[src/rtl/tsq_pkg.sv]
`timescale 1ns/1ps
package tsq_pkg;
  localparam int NEXT_W    = 2;
  localparam int NUM_STEPS = 1 << NEXT_W;
  localparam int SEL_W     = 19;

  typedef struct packed {
    logic [NEXT_W-1:0] next;
    logic              trig;
    logic              cnt_inc;
    logic              cnt_dec;
    logic              cnt_clr;
    logic              tmr_run;
    logic              tmr_pause;
    logic              tmr_clr;
    logic              done;
  } action_t;

  // Field positions of an action word are fixed; the step jump sits at the top.
  function automatic action_t sel_to_action(input logic [SEL_W-1:0] w);
    action_t a;
    logic    unused_bits;
    unused_bits = ^{w[16:14], w[12:10], w[6:4]};
    a.next      = w[18:17];
    a.trig      = w[13];
    a.cnt_inc   = w[9];
    a.cnt_dec   = w[8];
    a.cnt_clr   = w[7];
    a.tmr_run   = w[3];
    a.tmr_pause = w[2];
    a.tmr_clr   = w[1];
    a.done      = w[0];
    return a;
  endfunction
endpackage

[src/rtl/tsq_cond_decode.sv]
`timescale 1ns/1ps
module tsq_cond_decode #(
  parameter int NUM_SIG   = 4,
  parameter int NUM_CONDS = 4,
  parameter int DEC_W     = 2*NUM_SIG+5
) (
  input  logic [NUM_CONDS*DEC_W-1:0] dec_words,
  input  logic [NUM_SIG-1:0]         sig,
  input  logic                       tmr_hit,
  input  logic                       cnt_hit,
  output logic [NUM_CONDS-1:0]       cond_true
);
  localparam int NT = NUM_SIG + 2;

  logic [NT-1:0] terms;
  assign terms = {cnt_hit, tmr_hit, sig};

  for (genvar c = 0; c < NUM_CONDS; c++) begin : g_cond
    logic [DEC_W-1:0] w;
    logic [NT-1:0]    miss;
    assign w = dec_words[c*DEC_W +: DEC_W];
    for (genvar t = 0; t < NT; t++) begin : g_term
      // included term whose level differs from the required one
      assign miss[t] = w[2*t+1] & (terms[t] ^ w[2*t]);
    end
    assign cond_true[c] = (~|miss) ^ w[DEC_W-1];
  end
endmodule

[src/rtl/tsq_pick.sv]
`timescale 1ns/1ps
module tsq_pick import tsq_pkg::*; #(
  parameter int NUM_CONDS = 4
) (
  input  logic [NUM_CONDS-1:0]           cond_true,
  input  logic [(NUM_CONDS+1)*SEL_W-1:0] sel_words,
  output logic [NUM_CONDS-1:0]           grant,
  output logic                           any_hit,
  output logic [SEL_W-1:0]               sel_word
);
  always_comb begin
    grant    = '0;
    any_hit  = 1'b0;
    sel_word = sel_words[NUM_CONDS*SEL_W +: SEL_W];
    for (int c = NUM_CONDS-1; c >= 0; c--) begin
      if (cond_true[c]) begin
        grant    = '0;
        grant[c] = 1'b1;
        any_hit  = 1'b1;
        sel_word = sel_words[c*SEL_W +: SEL_W];
      end
    end
  end
endmodule

[src/rtl/tsq_timer.sv]
`timescale 1ns/1ps
module tsq_timer #(
  parameter int W = 16
) (
  input  logic         clk,
  input  logic         rst_n,
  input  logic         enable,
  input  logic         run_set,
  input  logic         pause,
  input  logic         clr,
  input  logic [W-1:0] cmp,
  output logic [W-1:0] val,
  output logic         hit
);
  function automatic logic [W-1:0] bump_up(input logic [W-1:0] v);
    return (&v) ? v : v + 1'b1;
  endfunction

  logic         run_q, run_d;
  logic [W-1:0] val_q, val_d;

  always_comb begin
    run_d = pause ? 1'b0 : (run_set ? 1'b1 : run_q);
    if (clr)        val_d = '0;
    else if (run_d) val_d = bump_up(val_q);
    else            val_d = val_q;
  end

  always_ff @(posedge clk or negedge rst_n) begin
    if (!rst_n) begin
      run_q <= 1'b0;
      val_q <= '0;
    end else if (!enable) begin
      run_q <= 1'b0;
      val_q <= '0;
    end else begin
      run_q <= run_d;
      val_q <= val_d;
    end
  end

  assign val = val_q;
  assign hit = (val_q >= cmp);
endmodule

[src/rtl/tsq_counter.sv]
`timescale 1ns/1ps
module tsq_counter #(
  parameter int W = 8
) (
  input  logic         clk,
  input  logic         rst_n,
  input  logic         enable,
  input  logic         inc,
  input  logic         dec,
  input  logic         clr,
  input  logic [W-1:0] cmp,
  output logic [W-1:0] val,
  output logic         hit
);
  function automatic logic [W-1:0] step_up(input logic [W-1:0] v);
    return (&v) ? v : v + 1'b1;
  endfunction

  function automatic logic [W-1:0] step_down(input logic [W-1:0] v);
    return (v == '0) ? v : v - 1'b1;
  endfunction

  logic [W-1:0] val_q, val_d;

  always_comb begin
    if (clr)              val_d = '0;
    else if (inc && !dec) val_d = step_up(val_q);
    else if (dec && !inc) val_d = step_down(val_q);
    else                  val_d = val_q;
  end

  always_ff @(posedge clk or negedge rst_n) begin
    if (!rst_n)       val_q <= '0;
    else if (!enable) val_q <= '0;
    else              val_q <= val_d;
  end

  assign val = val_q;
  assign hit = (val_q >= cmp);
endmodule

[src/rtl/step_trigger_seq.sv]
`timescale 1ns/1ps
module step_trigger_seq import tsq_pkg::*; #(
  parameter int NUM_SIG   = 4,
  parameter int NUM_CONDS = 4,
  parameter int TMR_W     = 16,
  parameter int CNT_W     = 8
) (
  input  logic                                        clk,
  input  logic                                        rst_n,
  input  logic                                        enable,
  input  logic [NUM_SIG-1:0]                          sig_in,
  input  logic [NUM_STEPS*NUM_CONDS*(2*NUM_SIG+5)-1:0] cfg_decode,
  input  logic [NUM_STEPS*(NUM_CONDS+1)*SEL_W-1:0]    cfg_select,
  input  logic [NUM_STEPS*TMR_W-1:0]                  cfg_tmr_cmp,
  input  logic [NUM_STEPS*CNT_W-1:0]                  cfg_cnt_cmp,
  output logic                                        trig_out,
  output logic                                        done_out,
  output logic [NEXT_W-1:0]                           cur_step,
  output logic                                        tmr_hit,
  output logic                                        cnt_hit
);
  localparam int DEC_W    = 2*NUM_SIG + 5;
  localparam int DEC_SPAN = NUM_CONDS * DEC_W;
  localparam int SEL_SPAN = (NUM_CONDS + 1) * SEL_W;

  logic [NEXT_W-1:0]    step_q;
  logic                 trig_q, done_q;

  // per-step configuration slices
  logic [DEC_SPAN-1:0]  step_dec;
  logic [SEL_SPAN-1:0]  step_sel;
  logic [TMR_W-1:0]     step_tcmp;
  logic [CNT_W-1:0]     step_ccmp;

  assign step_dec  = cfg_decode[int'(step_q)*DEC_SPAN +: DEC_SPAN];
  assign step_sel  = cfg_select[int'(step_q)*SEL_SPAN +: SEL_SPAN];
  assign step_tcmp = cfg_tmr_cmp[int'(step_q)*TMR_W +: TMR_W];
  assign step_ccmp = cfg_cnt_cmp[int'(step_q)*CNT_W +: CNT_W];

  // named internal events
  logic [NUM_CONDS-1:0] cond_true;
  logic [NUM_CONDS-1:0] grant;
  logic                 any_hit;
  logic [SEL_W-1:0]     sel_word;
  action_t              act;
  logic [NEXT_W-1:0]    act_next;
  logic                 act_trig, act_done;
  logic                 act_cnt_inc, act_cnt_dec, act_cnt_clr;
  logic                 act_tmr_run, act_tmr_pause, act_tmr_clr;
  logic [TMR_W-1:0]     tmr_val;
  logic [CNT_W-1:0]     cnt_val;
  logic                 tmr_cmp_hit, cnt_cmp_hit;

  tsq_cond_decode #(
    .NUM_SIG   (NUM_SIG),
    .NUM_CONDS (NUM_CONDS),
    .DEC_W     (DEC_W)
  ) u_decode (
    .dec_words (step_dec),
    .sig       (sig_in),
    .tmr_hit   (tmr_cmp_hit),
    .cnt_hit   (cnt_cmp_hit),
    .cond_true (cond_true)
  );

  tsq_pick #(
    .NUM_CONDS (NUM_CONDS)
  ) u_pick (
    .cond_true (cond_true),
    .sel_words (step_sel),
    .grant     (grant),
    .any_hit   (any_hit),
    .sel_word  (sel_word)
  );

  assign act           = sel_to_action(sel_word);
  assign act_next      = act.next;
  assign act_trig      = act.trig;
  assign act_done      = act.done;
  assign act_cnt_inc   = act.cnt_inc;
  assign act_cnt_dec   = act.cnt_dec;
  assign act_cnt_clr   = act.cnt_clr;
  assign act_tmr_run   = act.tmr_run;
  assign act_tmr_pause = act.tmr_pause;
  assign act_tmr_clr   = act.tmr_clr;

  tsq_timer #(
    .W (TMR_W)
  ) u_timer (
    .clk     (clk),
    .rst_n   (rst_n),
    .enable  (enable),
    .run_set (act_tmr_run),
    .pause   (act_tmr_pause),
    .clr     (act_tmr_clr),
    .cmp     (step_tcmp),
    .val     (tmr_val),
    .hit     (tmr_cmp_hit)
  );

  tsq_counter #(
    .W (CNT_W)
  ) u_counter (
    .clk    (clk),
    .rst_n  (rst_n),
    .enable (enable),
    .inc    (act_cnt_inc),
    .dec    (act_cnt_dec),
    .clr    (act_cnt_clr),
    .cmp    (step_ccmp),
    .val    (cnt_val),
    .hit    (cnt_cmp_hit)
  );

  always_ff @(posedge clk or negedge rst_n) begin
    if (!rst_n) begin
      step_q <= '0;
      trig_q <= 1'b0;
      done_q <= 1'b0;
    end else if (!enable) begin
      step_q <= '0;
      trig_q <= 1'b0;
      done_q <= 1'b0;
    end else begin
      step_q <= act_next;
      trig_q <= act_trig;
      done_q <= done_q | act_done;
    end
  end

  assign trig_out = trig_q;
  assign done_out = done_q;
  assign cur_step = step_q;
  assign tmr_hit  = tmr_cmp_hit;
  assign cnt_hit  = cnt_cmp_hit;
endmodule

[config.mk]
export PLATFORM = sky130hd
export DESIGN_NAME = step_trigger_seq
export DESIGN_NICKNAME = d
export VERILOG_FILES = /design/src/rtl/tsq_pkg.sv /design/src/rtl/tsq_cond_decode.sv /design/src/rtl/tsq_pick.sv /design/src/rtl/tsq_timer.sv /design/src/rtl/tsq_counter.sv /design/src/rtl/step_trigger_seq.sv
export SDC_FILE = /design/constraint.sdc
export NUM_CORES = 1
export LEC_CHECK = 0
export BUFFER_PORTS_ARGS = -buffer_cell sky130_fd_sc_hd__buf_2
export CAP_MARGIN = 20
export CORE_AREA = 3 3 270 272
export DETAILED_ROUTE_END_ITERATION = 6
export DIE_AREA = 0 0 273 275
export GPL_TIMING_DRIVEN = 0
export HOLD_SLACK_MARGIN = 0.03
export RECOVER_POWER = 50
export SYNTH_ARGS = -nofsm -noshare
export SYNTH_HDL_FRONTEND = slang
export SYNTH_SLANG_ARGS = --single-unit
export TNS_END_PERCENT = 10
[constraint.sdc]
create_clock -name clk -period 22.5 [get_ports clk]
set_input_delay 4.5 -clock clk [delete_from_list [all_inputs] [get_ports clk]]
set_output_delay 4.5 -clock clk [all_outputs]
set_load 0.02 [all_outputs]
# Word level (Yosys, flattened, before mapping)
# Index checks and enable logic that the tools add are counted.
# totals
output_inout_bits	6
register_bits	29
word_cells	112
input_bits	691
latch_bits	0
rom_bits	0
n_memories	0
ram_bits	0
# op_classes
shifts	4
div_mod_pow	0
reduce_logical	17
n_mux	20
n_addsub	3
mul	2
order_cmp	2
eq_ne	5
bitwise	53
# ops
operator	count
variable part select 380 x 10 -> 95 bit	1
variable part select 208 x 9 -> 52 bit	1
2-to-1 mux 19 bit	4
2-to-1 mux 16 bit	4
variable part select 64 x 7 -> 16 bit	1
2-to-1 mux 8 bit	6
variable part select 32 x 6 -> 8 bit	1
XOR 1 bit	28
AND 1 bit	24
OR reduction 6 bit	4
adder 16 x 1 -> 16 bit, second input constant	1
greater-or-equal comparator 16 bit	1
AND reduction 16 bit	1
multiplier 2 x 7 -> 9 bit, second input constant	1
adder 8 x 1 -> 8 bit, second input constant	1
greater-or-equal comparator 8 bit	1
logical NOT 8 bit	1
AND reduction 8 bit	1
subtractor 8 x 1 -> 8 bit, second input constant	1
logical NOT 1 bit	6
multiplier 2 x 4 -> 6 bit, second input constant	1
2-to-1 mux 1 bit	5
!= test 4 x 1 -> 1 bit, second input constant	1
!= test 4 x 3 -> 1 bit, second input constant	1
other kinds (8)	9

# Longest topological paths before layout
# Gate-level depths: netlist of run 1.
# logic_depth
ltp_word	17
mapped_depth	37
mapped_depth_nobuf	27

# By module
# A second synthesis of run 1 with hierarchy kept.
# unflattened
hier_cells	601
hier_area_um2	7531.0
# modules_own_cells
module	instances	cells_each	area_each_um2	seq_area_each_um2
step_trigger_seq	1	217	4226.6	100.1
tsq_timer	1	141	1291.2	425.4
tsq_counter	1	100	847.1	200.2
tsq_pick	1	99	810.8	0.0
tsq_cond_decode	1	44	355.3	0.0

# Worst setup path after synthesis of run 1
# No wires, ideal clock.
# synth_timing
path_type	input -> output
startpoint	input port cfg_tmr_cmp[48]
endpoint	output port tmr_hit
arrival_time_ns	6.468
stages	7
t_required_ns	18.000
slack_ns	11.532
n_path_buf	0
path_cell_list	mux4_2 -> ha_1 -> nand2b_4 -> a2111oi_4 -> a2111oi_2 -> a2111oi_4 -> inv_1
# synth_between
elab_chain_cells	2
# synth_lines
element	line_no	source
start: declaration	step_trigger_seq.sv:14	input logic [NUM_STEPS*TMR_W-1:0] cfg_tmr_cmp,
variable part select 64 x 7 -> 16 bit	step_trigger_seq.sv:37	assign step_tcmp = cfg_tmr_cmp[int'(step_q)*TMR_W +: TMR_W];
greater-or-equal comparator 16 bit	tsq_timer.sv:43	assign hit = (val_q >= cmp);
end: declaration	step_trigger_seq.sv:19	output logic tmr_hit,
# No other way between the ends.

# Final worst setup path of run 1
# layout_timing
startpoint	register step_q[1] (netlist: cur_step[1])
endpoint	output port tmr_hit
# layout_between
elab_chain_cells	2
# layout_lines
element	line_no	source
start: declaration	step_trigger_seq.sv:26	logic [NEXT_W-1:0] step_q;
start signal: assignment	step_trigger_seq.sv:125	step_q <= act_next;
variable part select 64 x 7 -> 16 bit	step_trigger_seq.sv:37	
greater-or-equal comparator 16 bit	tsq_timer.sv:43	
# No other way between the ends.

==> metrics.yaml, run 1 <==
status: "finished, violations left"
violations: "max-capacitance violations, max-slew violations"
post-cts-setup-buffer-count: 0
yosys_register_bits: 29
max_freq_mhz: 86.9
drv_cap: 1
synth_nets: 1336
critical_path.endpoint: "tmr_hit"
floorplan.core_area_um2: 71000
first_global_vias: 7812
crit_path_from: "cur_step[1]"
grt_antenna_before_repair: 52
hold_path_depth: 2
required_ns: 18.00
fraction_of_the_mapped_netlist_area_in_compound_gates_pct: 15.4
dieHeight_um: 275
ratio_of_total_power_to_cell_area_nw_per_um2: 90.4
die_area_um2: 75100
area.growth.synth_to_final_pct: 63.2
drt-total-wl_mm: 43.8
grt_setup_unrepaired: "no"
worst_slew_margin_rel_pct: -31.9
initial_core_util_pct: 8.86
synth.mux.area_fraction_pct: 36.5
r2r_start: "cur_step[1]"
crit_arrival_ns: 7.01
share_of_synthesized_cell_area_in_and_or_nand_and_nor_gates_pct: 12.2
grt_pass1_wl_mm: 57.4
tns_ns: 0
dominant_combinational_cell_family_by_area_after_synthesis: "multiplexers"
finalHoldViolCount: 0
tritoncts.num_buffers: 5
clk_latency_ns: 0.28
clk_transition_reported_paths_ns: 0.05
place_congestion: 0.925
post_cts_hold_buffer_count: 0
period_needed_ns: 11.51
postLayoutCellArea_um2: 10300
critical_path.startpoint_type: "register"
via_per_inst: 3.58
clock_path_buffers: 2
criticalPathCategory: "register to output pin"
synth_xor_area_share_pct: 12.0
hpwlAfterDp_mm: 39.9
synthDistinctLibCells: 72
worstMarginPinSlew_ns: 1.98
remaining_drc_errors: 0
postPlaceCellArea_um2: 10100
firstDrtPassIters: 5
sequential_share_of_the_synthesized_area_pct: 11.5
final_net_count: 1857
worst_clock_skew_ns: 0.00396
number_of_enable_type_register_cells_in_the_synthesized_netlist: 0
yosys_warnings: 0
synth_area_um2: 6290
route.vias.total: 7549
placement_rows: 98
worst-path-max-fanout: 11
synth_async_sr_flop_share_pct: 100
post_synthesis_average_cell_area_um2: 10.3
category_of_the_worst_setup_path_capture_point: "output pin"
timing.final.crit_share_pct: 51.1
ff2ff_path_depth: 34
setup_viol: 0
die_width_um: 273
drive_gt1_share_pct: 58.1
drtIter0Drc: 350
report.final.slew_viol_count: 30
timing.rr.end: "u_counter.val[7]"
routed_wire_length_per_instance_um: 20.8
ys_dominant_reg_cell: "sky130_fd_sc_hd__dfrtp_1"
clock_tree_from_tritoncts: "done"
cellLeakagePower_nw: 4.63
port-buffer-count: 512
adder_cell_share_of_the_synthesized_area_pct: 6.68
grt_max_degree: 30
synthesis.instances: 612
reg2reg_setup_slack_ns: 11.31
globalRouteTotalUtil_pct: 11.1
ant_nets: 0
timing.hold.worst.class: "register to register"
irDropWorstVdd_mv: 0.0646
cts_htree_levels: 2
post_cts.resized_instances: 0
cts_root_buffer: "sky130_fd_sc_hd__clkbuf_16"
ios: 697
numClockSinks: 29
global_route.overflow_total: 0
-- area by class of cell --
cell class	instances	area, µm²
fillers	8067	60700
multi-input cells	507	5210
repair buffers	514	2580
well taps	950	1190
flip-flops and latches	29	726
plain buffers	36	210
inverters	40	150
clock buffers	5	125
diodes	22	55.1
clock inverters	3	17.5
-- cells in the final DEF (no fill, tap or decap), drive strengths merged, types with 15 or more instances in the layout --
| cell type | synthesis | routed |
|---|---|---|
| diode | 0 | 22 |
| xnor2 | 15 | 15 |
| buf | 29 | 539 |
| mux2i | 23 | 23 |
| clkbuf | 7 | 16 |
| a222oi | 16 | 16 |
| nor2 | 50 | 50 |
| a21oi | 42 | 42 |
| nand3 | 15 | 15 |
| dfrtp | 29 | 29 |
| xor2 | 70 | 70 |
| ha | 32 | 32 |
| nand2 | 32 | 32 |
| mux4 | 90 | 90 |
| inv | 40 | 40 |
-- cells by family (layout without fill, tap and decap cells) --
family          Yosys count  count (layout)
mux                     116             116
fa+ha+maj                33              33
simple gates            151             151
compound gates          122             122
other cells               0              22
xor+xnor                 85              85
flops                    29              29
buf+inv                  76             598
-- how the worst min path moves through the flow --
stage	endpoint	startpoint	slack, ns
2_1_floorplan	u_timer.val[10]	u_timer.val[10]	0.54
3_3_place_gp	done_out	done_out	0.55
3_5_place_dp	done_out	done_out	0.57
4_1_cts	done_out	done_out	0.58
5_1_grt	u_timer.val[13]	u_timer.val[13]	0.63
6_report	done_out	done_out	0.58
-- through the flow --
| step | instances | worst slack (ns) | util, % | hold slack, ns | power, mW |
|---|---|---|---|---|---|
| after floorplan | 612 | 11.53 | - | 0.537 | 0.602 |
| after detailed placement | 2076 | 10.55 | 14.2 | 0.568 | 0.885 |
| after global placement | 2074 | 10.40 | 14.1 | 0.552 | 0.876 |
| final | 2106 | 10.99 | 14.5 | 0.576 | 0.928 |
| after CTS | 2084 | 10.61 | 14.4 | 0.577 | 0.959 |
| after global routing | 2099 | 10.18 | 14.4 | 0.626 | 1.02 |
-- critical path, stage by stage, from the launching register on --
cell                        delay (ns)
sky130_fd_sc_hd__dfrtp_1          0.69
sky130_fd_sc_hd__buf_2            0.46
sky130_fd_sc_hd__buf_2            0.39
sky130_fd_sc_hd__buf_2            0.40
sky130_fd_sc_hd__buf_2            0.33
sky130_fd_sc_hd__buf_4            0.24
sky130_fd_sc_hd__buf_2            0.27
sky130_fd_sc_hd__buf_2            0.31
sky130_fd_sc_hd__clkbuf_1         0.61
sky130_fd_sc_hd__clkbuf_1         0.61
sky130_fd_sc_hd__mux4_2           0.41
sky130_fd_sc_hd__ha_1             0.28
sky130_fd_sc_hd__nand2b_4         0.14
sky130_fd_sc_hd__a2111oi_4        0.36
sky130_fd_sc_hd__a2111oi_2        0.11
sky130_fd_sc_hd__a2111oi_4        0.73
sky130_fd_sc_hd__inv_1            0.11
sky130_fd_sc_hd__buf_2            0.19
-- cell usage after synthesis (all sizes together) (4+ instances only) --
library cell	count	area, µm²
mux4	90	2030
xor2	70	621
nor2	50	200
a21oi	42	225
inv	40	150
ha	32	400
nand2	32	120
buf	29	184
dfrtp	29	726
mux2i	23	230
a222oi	16	160
nand3	15	75.1
xnor2	15	131
o21ai	10	53.8
nand4	9	56.3
nor3	9	50.1
a211oi	7	52.6
a21o	7	52.6
clkbuf	7	26.3
nand2b	6	45.0
o21bai	6	45.0
and3	5	31.3
and4	5	43.8
a2111oi	4	78.8
and2	4	25.0
o311ai	4	70.1
-- metal layers --
metal | part of all wire, % | global-route usage (%) | vias up | wire length (µm)
met5 | 0.63 | 0 | - | 276
met4 | 4.0 | 4.03 | 46 | 1760
met3 | 11 | 4.77 | 101 | 4840
met2 | 46 | 18.4 | 415 | 20000
met1 | 39 | 12.7 | 3519 | 16900
li1 | - | - | 3468 | -
-- state kept, by name, summed over array words and instances, names as in the netlist --
| name | flops |
|---|---|
| u_timer.run_q | 1 |
| u_timer.val | 16 |
| trig_out | 1 |
| done_out | 1 |
| u_counter.val | 8 |
| cur_step | 2 |
-- power breakdown --
group | switching (mW) | internal, mW
logic | 0.449 | 0.341
registers | 0.0106 | 0.0595
clock network | 0.0273 | 0.0406
(Power assumes the default switching activity.)
==> inputs of run 2 (changes only) <==
Settings changed: ABC_AREA from default to 1, CORE_AREA 3 3 270 272 to 3 3 271 273, DIE_AREA 0 0 273 275 to 0 0 274 276.
Clock period 22.5 ns to 11.4 ns, I/O delays scaled along.
==> run 2 against run 1 <==
Net effect: the flow still finishes with violations (max-capacitance violations, max-slew violations); final cell count rose by 32%; area after synthesis rose by 17%; flip-flop and latch count did not move; core utilization rose by 1.4 points; highest routed layer unchanged.
==> metrics.yaml, run 2 <==
cts_htree_levels: 2  # unchanged
synth_xor_area_share_pct: 1.91  # was 12.0%
cellLeakagePower_nw: 5.67  # was 4.63 nW
remaining_drc_errors: 0  # unchanged
grt_max_degree: 30  # unchanged
globalRouteTotalUtil_pct: 12.8  # was 11.1%
cell_family_contributing_the_most_delay_on_the_critical_path: "buffers and inverters"  # unchanged
final_net_count: 2559  # was 1857
die_width_um: 274  # was 273 µm
design_power_total_mw: 2.71  # was 0.928 mW
synthDistinctLibCells: 57  # was 72
irDropWorstVdd_mv: 0.0897  # was 0.0646 mV
drt-total-wl_mm: 52.0  # was 43.8 mm
max_freq_mhz: 112
share_of_synthesized_cell_area_in_and_or_nand_and_nor_gates_pct: 41.9  # was 12.2%
worst-path-max-fanout: 10  # was 11
post_cts.resized_instances: 0  # unchanged
critical_path.max_stage_delay_ns: 0.57  # was 0.73 ns
number_of_buffers_and_inverters_on_the_critical_path: 10  # was 11
ant_nets: 0  # unchanged
synth.mux.area_fraction_pct: 0  # was 36.5%
drtIter0Drc: 702  # was 350
synthesis.instances: 1312  # was 612
port-buffer-count: 516  # was 512
grt_pass1_wl_mm: 71.6  # was 57.4 mm
worst_slew_margin_rel_pct: -18.1  # was -31.9%
grt_antenna_before_repair: 8  # was 52
fraction_of_the_mapped_netlist_area_in_compound_gates_pct: 29.0  # was 15.4%
synth_area_leaders: "sky130_fd_sc_hd__nand2_1 16%, sky130_fd_sc_hd__nor2_1 11%, sky130_fd_sc_hd__o21ai_0 10%, sky130_fd_sc_hd__dfrtp_1 9.9%, sky130_fd_sc_hd__nand3_1 7.0%"  # was sky130_fd_sc_hd__mux4_2 32%, sky130_fd_sc_hd__dfrtp_1 12%, sky130_fd_sc_hd__xor2_1 9.6%, sky130_fd_sc_hd__ha_1 6.4%, sky130_fd_sc_hd__mux2i_1 3.7%
clk_latency_ns: 0.28  # about the same
ff2ff_path_depth: 40  # was 34
gr-usage-met1_pct: 17.0  # was 12.7%
synth_nets: 2036  # was 1336
ratio_of_total_power_to_cell_area_nw_per_um2: 240  # was 90.4 nW/µm²
hold_path_start: "u_timer.val[0]"  # was done_out
clk_transition_reported_paths_ns: 0.05  # about the same
ys_dominant_reg_cell: "sky130_fd_sc_hd__dfrtp_1"  # unchanged
firstDrtPassIters: 5  # unchanged
floorplan.core_area_um2: 71400  # was 71000 µm²
initial_core_util_pct: 10.3  # was 8.86%
routed_wire_length_per_instance_um: 18.6  # was 20.8 µm
period_needed_ns: 8.96
finalHoldViolCount: 0  # unchanged
tns_ns: 0  # unchanged
first_global_vias: 11000  # was 7812
hold_path_depth: 3  # was 2
grt_setup_unrepaired: "no"  # unchanged
clock_path_buffers: 2  # unchanged
timing.hold.worst.class: "register to register"  # unchanged
post-cts-setup-buffer-count: 0  # unchanged
leading_cell_type_in_the_layout_fill_and_taps_excluded: "sky130_fd_sc_hd__buf_2"  # unchanged
required_ns: 11.56  # was 18.00 ns
yosys_warnings: 0  # unchanged
report.final.slew_viol_count: 30  # unchanged
dominant_combinational_cell_family_by_area_after_synthesis: "simple AND/OR/NAND/NOR gates"  # was multiplexers
category_of_the_worst_setup_path_capture_point: "register"  # was output pin
r2r_start: "cur_step[1]"  # unchanged
crit_arrival_ns: 9.12  # was 7.01 ns
drv_cap: 1  # unchanged
hpwlAfterDp_mm: 44.5  # was 39.9 mm
crit_path_from: "cur_step[1]"  # unchanged
synth_async_sr_flop_share_pct: 100  # unchanged
synth_most_common_cell: "sky130_fd_sc_hd__nand2_1"  # was sky130_fd_sc_hd__mux4_2
drive_gt1_share_pct: 34.5  # was 58.1%
area.growth.synth_to_final_pct: 53.8  # was 63.2%
via_per_inst: 4.11  # was 3.58
synth_top_cells_by_count: "317 x sky130_fd_sc_hd__nand2_1, 221 x sky130_fd_sc_hd__nor2_1, 146 x sky130_fd_sc_hd__o21ai_0, 103 x sky130_fd_sc_hd__nand3_1, 66 x sky130_fd_sc_hd__inv_1"  # was 90 x sky130_fd_sc_hd__mux4_2, 69 x sky130_fd_sc_hd__xor2_1, 47 x sky130_fd_sc_hd__nor2_1, 40 x sky130_fd_sc_hd__a21oi_1, 40 x sky130_fd_sc_hd__inv_1
final.fill_count: 8351  # was 8067
gr-max-usage-layer: "met2"  # unchanged
grtUsageMet2_pct: 21.8  # was 18.4%
worstMarginPinSlew_ns: 1.77  # was 1.98 ns
detailedPlace.worstSlack_ns: 2.31  # was 10.55 ns
status: "finished, violations left"  # unchanged
criticalPathCategory: "register to register"  # was register to output pin
global_route.overflow_total: 0  # unchanged
placement_rows: 98  # unchanged
yosys_register_bits: 29  # unchanged
cts_root_buffer: "sky130_fd_sc_hd__clkbuf_16"  # unchanged
die_area_um2: 75600  # was 75100 µm²
post_synthesis_average_cell_area_um2: 5.60  # was 10.3 µm²
timing.final.crit_share_pct: 78.6
violations: "max-capacitance violations, max-slew violations"  # unchanged
clock_tree_from_tritoncts: "done"  # unchanged
route.vias.total: 11500  # was 7549
tritoncts.num_buffers: 5  # unchanged
yosys.area.top_type: "sky130_fd_sc_hd__nand2_1"  # was sky130_fd_sc_hd__mux4_2
most_common_cell_type_on_the_critical_path: "sky130_fd_sc_hd__nand2_1"  # was sky130_fd_sc_hd__buf_2
number_of_enable_type_register_cells_in_the_synthesized_netlist: 0  # unchanged
cp.depth: 40  # was 17
critical_path.startpoint_type: "register"  # unchanged
largest_reg_flops: 16  # unchanged
adder_cell_share_of_the_synthesized_area_pct: 5.73  # was 6.68%
setup_viol: 0  # unchanged
worst_clock_skew_ns: 0.00289  # was 0.00396 ns
place_congestion: 0.915  # was 0.925
synth_area_um2: 7340  # was 6290 µm²
synth_top_area_share_pct: 16.2  # was 32.2%
layout_setup_ws_ns: 2.44  # was 10.99 ns
layout.cells.most_common_list: "548 x sky130_fd_sc_hd__buf_2, 317 x sky130_fd_sc_hd__nand2_1, 221 x sky130_fd_sc_hd__nor2_1"  # was 526 x sky130_fd_sc_hd__buf_2, 90 x sky130_fd_sc_hd__mux4_2, 69 x sky130_fd_sc_hd__xor2_1
numClockSinks: 29  # unchanged
ios: 697  # unchanged
post_cts_hold_buffer_count: 0  # unchanged
grt_util_met3_pct: 2.07  # was 4.77%
critical_path.slowest_cell: "sky130_fd_sc_hd__clkbuf_1"  # was sky130_fd_sc_hd__a2111oi_4
sequential_share_of_the_synthesized_area_pct: 9.88  # was 11.5%
dieHeight_um: 276  # was 275 µm
[run 2: changes by cell type after synthesis, moves of 18 or more]
cell                      change
sky130_fd_sc_hd__a32o_1      +22
sky130_fd_sc_hd__mux2i_1     -23
sky130_fd_sc_hd__xor2_1      -58
sky130_fd_sc_hd__o21ai_1     +25
sky130_fd_sc_hd__inv_1       +26
sky130_fd_sc_hd__buf_2       +18
sky130_fd_sc_hd__o21ai_0    +137
sky130_fd_sc_hd__mux4_2      -90
sky130_fd_sc_hd__nor2_1     +174
sky130_fd_sc_hd__nand2_1    +285
sky130_fd_sc_hd__o22ai_1     +54
sky130_fd_sc_hd__nand3_1     +88
sky130_fd_sc_hd__a21oi_1     +24
[run 2: worst paths after layout]
| check | to | slack (ns) |
|---|---|---|
| max in group asynchronous | cur_step[1] | 7.90 |
| worst min register to register | u_timer.val[0] | 0.60 |
| worst max-delay path | u_counter.val[7] | 2.44 |
| worst max register to register | u_counter.val[7] | 2.44 |
| min in group asynchronous | u_timer.val[14] | 2.46 |
| worst min-delay path | u_timer.val[0] | 0.60 |
[run 2: where the power goes]
part	internal, mW	switching, mW	total, mW
logic	0.779	1.63	2.41
registers	0.119	0.0201	0.139
clock network	0.109	0.0516	0.161
total	1.01	1.70	2.71
[run 2: worst min-delay path, cell delays in order (launching register included)]
cell and delay, ns:
sky130_fd_sc_hd__dfrtp_1 0.38, sky130_fd_sc_hd__nand3_1 0.09, sky130_fd_sc_hd__nand2_1 0.07, sky130_fd_sc_hd__nor2_1 0.03
[run 2: cell type report]
cell class              instances  area (µm²)  share of cell area [%]
diodes                          3        7.51                  0.0665
multi-input cells            1119        5760                    51.0
flip-flops and latches         29         726                    6.43
clock buffers                   6         139                    1.23
inverters                      73         282                    2.49
plain buffers                  91         571                    5.05
repair buffers                516        2580                    22.8
clock inverters                 2        37.5                   0.332
well taps                     950        1190                    10.5
[run 2: kinds of logic (layout without fill, tap and decap cells)]
logic type                 count (synthesis)  count (layout)
and+or+nand+nor                          712             712
AOI/OAI and AO/OA                        358             358
buffers and inverters                    164             688
adders and majority gates                 33              33
DFF                                       29              29
xor gates and xnor gates                  16              16
other                                      0               3
[run 2: routing by layer]
| metal | routed length, µm | part of all wire (%) |
|---|---|---|
| met3 | 3860 | 7.4 |
| met5 | 58 | 0.11 |
| met2 | 24200 | 47 |
| met4 | 1080 | 2.1 |
| met1 | 22800 | 44 |
[run 2: per-stage QoR]
| step | std cells | hold WS, ns | instance area, µm² | utilization (%) |
|---|---|---|---|---|
| 2_1_floorplan | 1312 | 0.515 | 7340 | - |
| 6_report | 2789 | 0.601 | 11300 | 15.8 |
| 3_3_place_gp | 2778 | 0.574 | 11100 | 15.6 |
| 4_1_cts | 2786 | 0.595 | 11300 | 15.8 |
| 5_1_grt | 2786 | 0.645 | 11300 | 15.8 |
| 3_5_place_dp | 2778 | 0.587 | 11100 | 15.6 |
==> inputs of run 3 (changes only) <==
Settings changed: CORE_AREA 3 3 271 273 to 3 3 274 276, DIE_AREA 0 0 274 276 to 0 0 277 279.
Clock period 11.4 ns to 7.6 ns, I/O delays scaled along.
==> run 3 against run 2 <==
Net effect: the flow still finishes with violations (max-capacitance violations, max-slew violations); via count increased by 0.16%; die area increased by 2.2%; critical path depth unchanged; sequential share of layout area decreased by 0.072 points; flip-flop and latch count unchanged; final area increased by 1.5%; final cell count increased by 0.47%; critical path type unchanged; largest power group unchanged.
==> metrics.yaml, run 3 (same netlist as run 2, synthesis figures left out) <==
first_global_vias: 10900  # was 11000
r2r_start: "cur_step[1]"  # unchanged
category_of_the_worst_setup_path_capture_point: "register"  # unchanged
violations: "max-capacitance violations, max-slew violations"  # unchanged
grt_util_met3_pct: 2.77  # was 2.07%
leading_cell_type_in_the_layout_fill_and_taps_excluded: "sky130_fd_sc_hd__buf_2"  # unchanged
port-buffer-count: 516  # unchanged
cellLeakagePower_nw: 5.74  # was 5.67 nW
area.growth.synth_to_final_pct: 56.1  # was 53.8%
most_common_cell_type_on_the_critical_path: "sky130_fd_sc_hd__nand2_1"  # unchanged
layout.cells.most_common_list: "531 x sky130_fd_sc_hd__buf_2, 313 x sky130_fd_sc_hd__nand2_1, 220 x sky130_fd_sc_hd__nor2_1"  # was 548 x sky130_fd_sc_hd__buf_2, 317 x sky130_fd_sc_hd__nand2_1, 221 x sky130_fd_sc_hd__nor2_1
setup_viol: 0  # unchanged
irDropWorstVdd_mv: 0.181  # was 0.0897 mV
layout.area.seq_um2: 728  # was 726 µm²
max_freq_mhz: 143  # was 112 MHz
crit_arrival_ns: 7.16  # was 9.12 ns
final.fill_count: 8538  # was 8351
die_area_um2: 77300  # was 75600 µm²
grtUsageMet2_pct: 20.7  # was 21.8%
global_route.overflow_total: 0  # unchanged
grt_setup_unrepaired: "no"  # unchanged
routed_wire_length_per_instance_um: 19.4  # was 18.6 µm
grt_pass1_wl_mm: 74.3  # was 71.6 mm
design_power_total_mw: 4.18  # was 2.71 mW
critical_path.startpoint_type: "register"  # unchanged
period_needed_ns: 7.00  # was 8.96 ns
status: "finished, violations left"  # unchanged
largest_reg_flops: 16  # unchanged
dieHeight_um: 279  # was 276 µm
crit_path_from: "cur_step[1]"  # unchanged
worst-path-max-fanout: 19  # was 10
critical_path.slowest_cell: "sky130_fd_sc_hd__dfrtp_2"  # was sky130_fd_sc_hd__clkbuf_1
ios: 697  # unchanged
drive_gt1_share_pct: 36.1  # was 34.5%
report.final.slew_viol_count: 30  # unchanged
ratio_of_total_power_to_cell_area_nw_per_um2: 365  # was 240 nW/µm²
finalHoldViolCount: 0  # unchanged
critical_path.max_stage_delay_ns: 0.49  # was 0.57 ns
worst_clock_skew_ns: 0.00380  # was 0.00289 ns
globalRouteTotalUtil_pct: 13.1  # was 12.8%
clk_latency_ns: 0.28  # about the same
drt-total-wl_mm: 54.2  # was 52.0 mm
drv_cap: 1  # unchanged
gr-usage-met1_pct: 18.3  # was 17.0%
required_ns: 7.76  # was 11.56 ns
timing.hold.worst.class: "register to register"  # unchanged
gr-max-usage-layer: "met2"  # unchanged
cts_htree_levels: 2  # unchanged
grt_max_degree: 30  # unchanged
cts_root_buffer: "sky130_fd_sc_hd__clkbuf_16"  # unchanged
hold_path_start: "u_timer.val[1]"  # was u_timer.val[0]
placement_rows: 99  # was 98
worst_slew_margin_rel_pct: -24.9  # was -18.1%
tritoncts.num_buffers: 5  # unchanged
final_net_count: 2558  # was 2559
clock_path_buffers: 2  # unchanged
route.vias.total: 11500  # about the same
remaining_drc_errors: 0  # unchanged
initial_core_util_pct: 10.1  # was 10.3%
die_width_um: 277  # was 274 µm
ant_nets: 0  # unchanged
final_core_util_pct: 15.7  # was 15.8%
drtIter0Drc: 780  # was 702
via_per_inst: 4.09  # was 4.11
timing.final.crit_share_pct: 92.1  # was 78.6%
multi_input_area_um2: 5800  # was 5760 µm²
hpwlAfterDp_mm: 46.6  # was 44.5 mm
clk_transition_reported_paths_ns: 0.06  # was 0.05 ns
place_congestion: 0.914  # was 0.915
criticalPathCategory: "register to register"  # unchanged
worstMarginPinSlew_ns: 1.87  # was 1.77 ns
clock_tree_from_tritoncts: "done"  # unchanged
firstDrtPassIters: 5  # unchanged
grt_antenna_before_repair: 16  # was 8
floorplan.core_area_um2: 72800  # was 71400 µm²
numClockSinks: 29  # unchanged
## run 3: cell types whose count changed in the layout (fill, tap and decap cells not counted), sizes merged
| cell | before | now |
|---|---|---|
| clkbuf | 34 | 33 |
| clkdlybuf4s15 | 0 | 1 |
| clkinv | 1 | 3 |
| bufinv | 1 | 0 |
| inv | 72 | 71 |
| diode | 3 | 8 |
| buf | 579 | 578 |
## run 3: path summary, 6_finish.rpt
kind | depth (start not counted) | slack [ns] | end
setup / recovery | 40 | 0.60 | u_counter.val[7]
min in group asynchronous | 1 | 1.75 | u_timer.val[10]
max in group asynchronous | 1 | 4.63 | cur_step[1]
hold reg to reg | 2 | 0.60 | u_timer.val[1]
hold / removal | 2 | 0.60 | u_timer.val[1]
setup reg to reg | 40 | 0.60 | u_counter.val[7]
## run 3: repair_timing
| item | CTS | global route |
|---|---|---|
| gates resized for setup | 48 | 11 |
| setup endpoints to repair | 8 | 5 |
| hold endpoints to repair | 0 | 0 |
| pin swaps | 5 | 0 |
| hold buffers | 0 | 0 |
| setup buffers | 7 | 0 |
## run 3: cell type report
cell class | instances | area share, %
Inverter | 73 | 2.49
Antenna cell | 8 | 0.175
Timing Repair Buffer | 523 | 23.1
Tap cell | 959 | 10.5
Buffer | 83 | 5.49
Multi-Input combinational cell | 1119 | 50.6
Sequential cell | 29 | 6.35
Clock inverter | 2 | 0.120
Clock buffer | 6 | 1.21
## run 3: per-layer routing
layer  up-vias  wire length [µm]
met5         -                45
met4         8              1270
met3        71              4510
met2       568             23800
met1      5256             24600
li1       5565                 -
## run 3: worst max-delay path: cells and delay by family, from the launching register on
family / cells / cell delay, ns
AO/OA/AOI/OAI: 9 / 1.36
adder cells (fa/ha/maj): 3 / 0.88
buffers and inverters: 11 / 2.27
flip-flops: 1 / 0.49
AND/OR/NAND/NOR: 17 / 1.79
## run 3: report_power, final
part           total, mW  switching (mW)  internal (mW)  leakage [nW]
Combinational       3.77            2.54           1.23          5.27
Sequential         0.208          0.0283          0.180         0.394
Clock              0.211          0.0805          0.130        0.0769
Total               4.18            2.65           1.54          5.74
## run 3: per-stage QoR
step	std cells	hold slack, ns	setup TNS [ns]	setup WS, ns	cell area (µm²)
floorplan	1312	0.515	0	1.55	7340
global placement	2787	0.580	-9.41	-1.37	11100
detailed placement	2787	0.588	-9.84	-1.42	11100
CTS	2799	0.598	0	0.00811	11400
global route	2795	0.639	0	0.00263	11400
finish	2802	0.601	0	0.601	11500
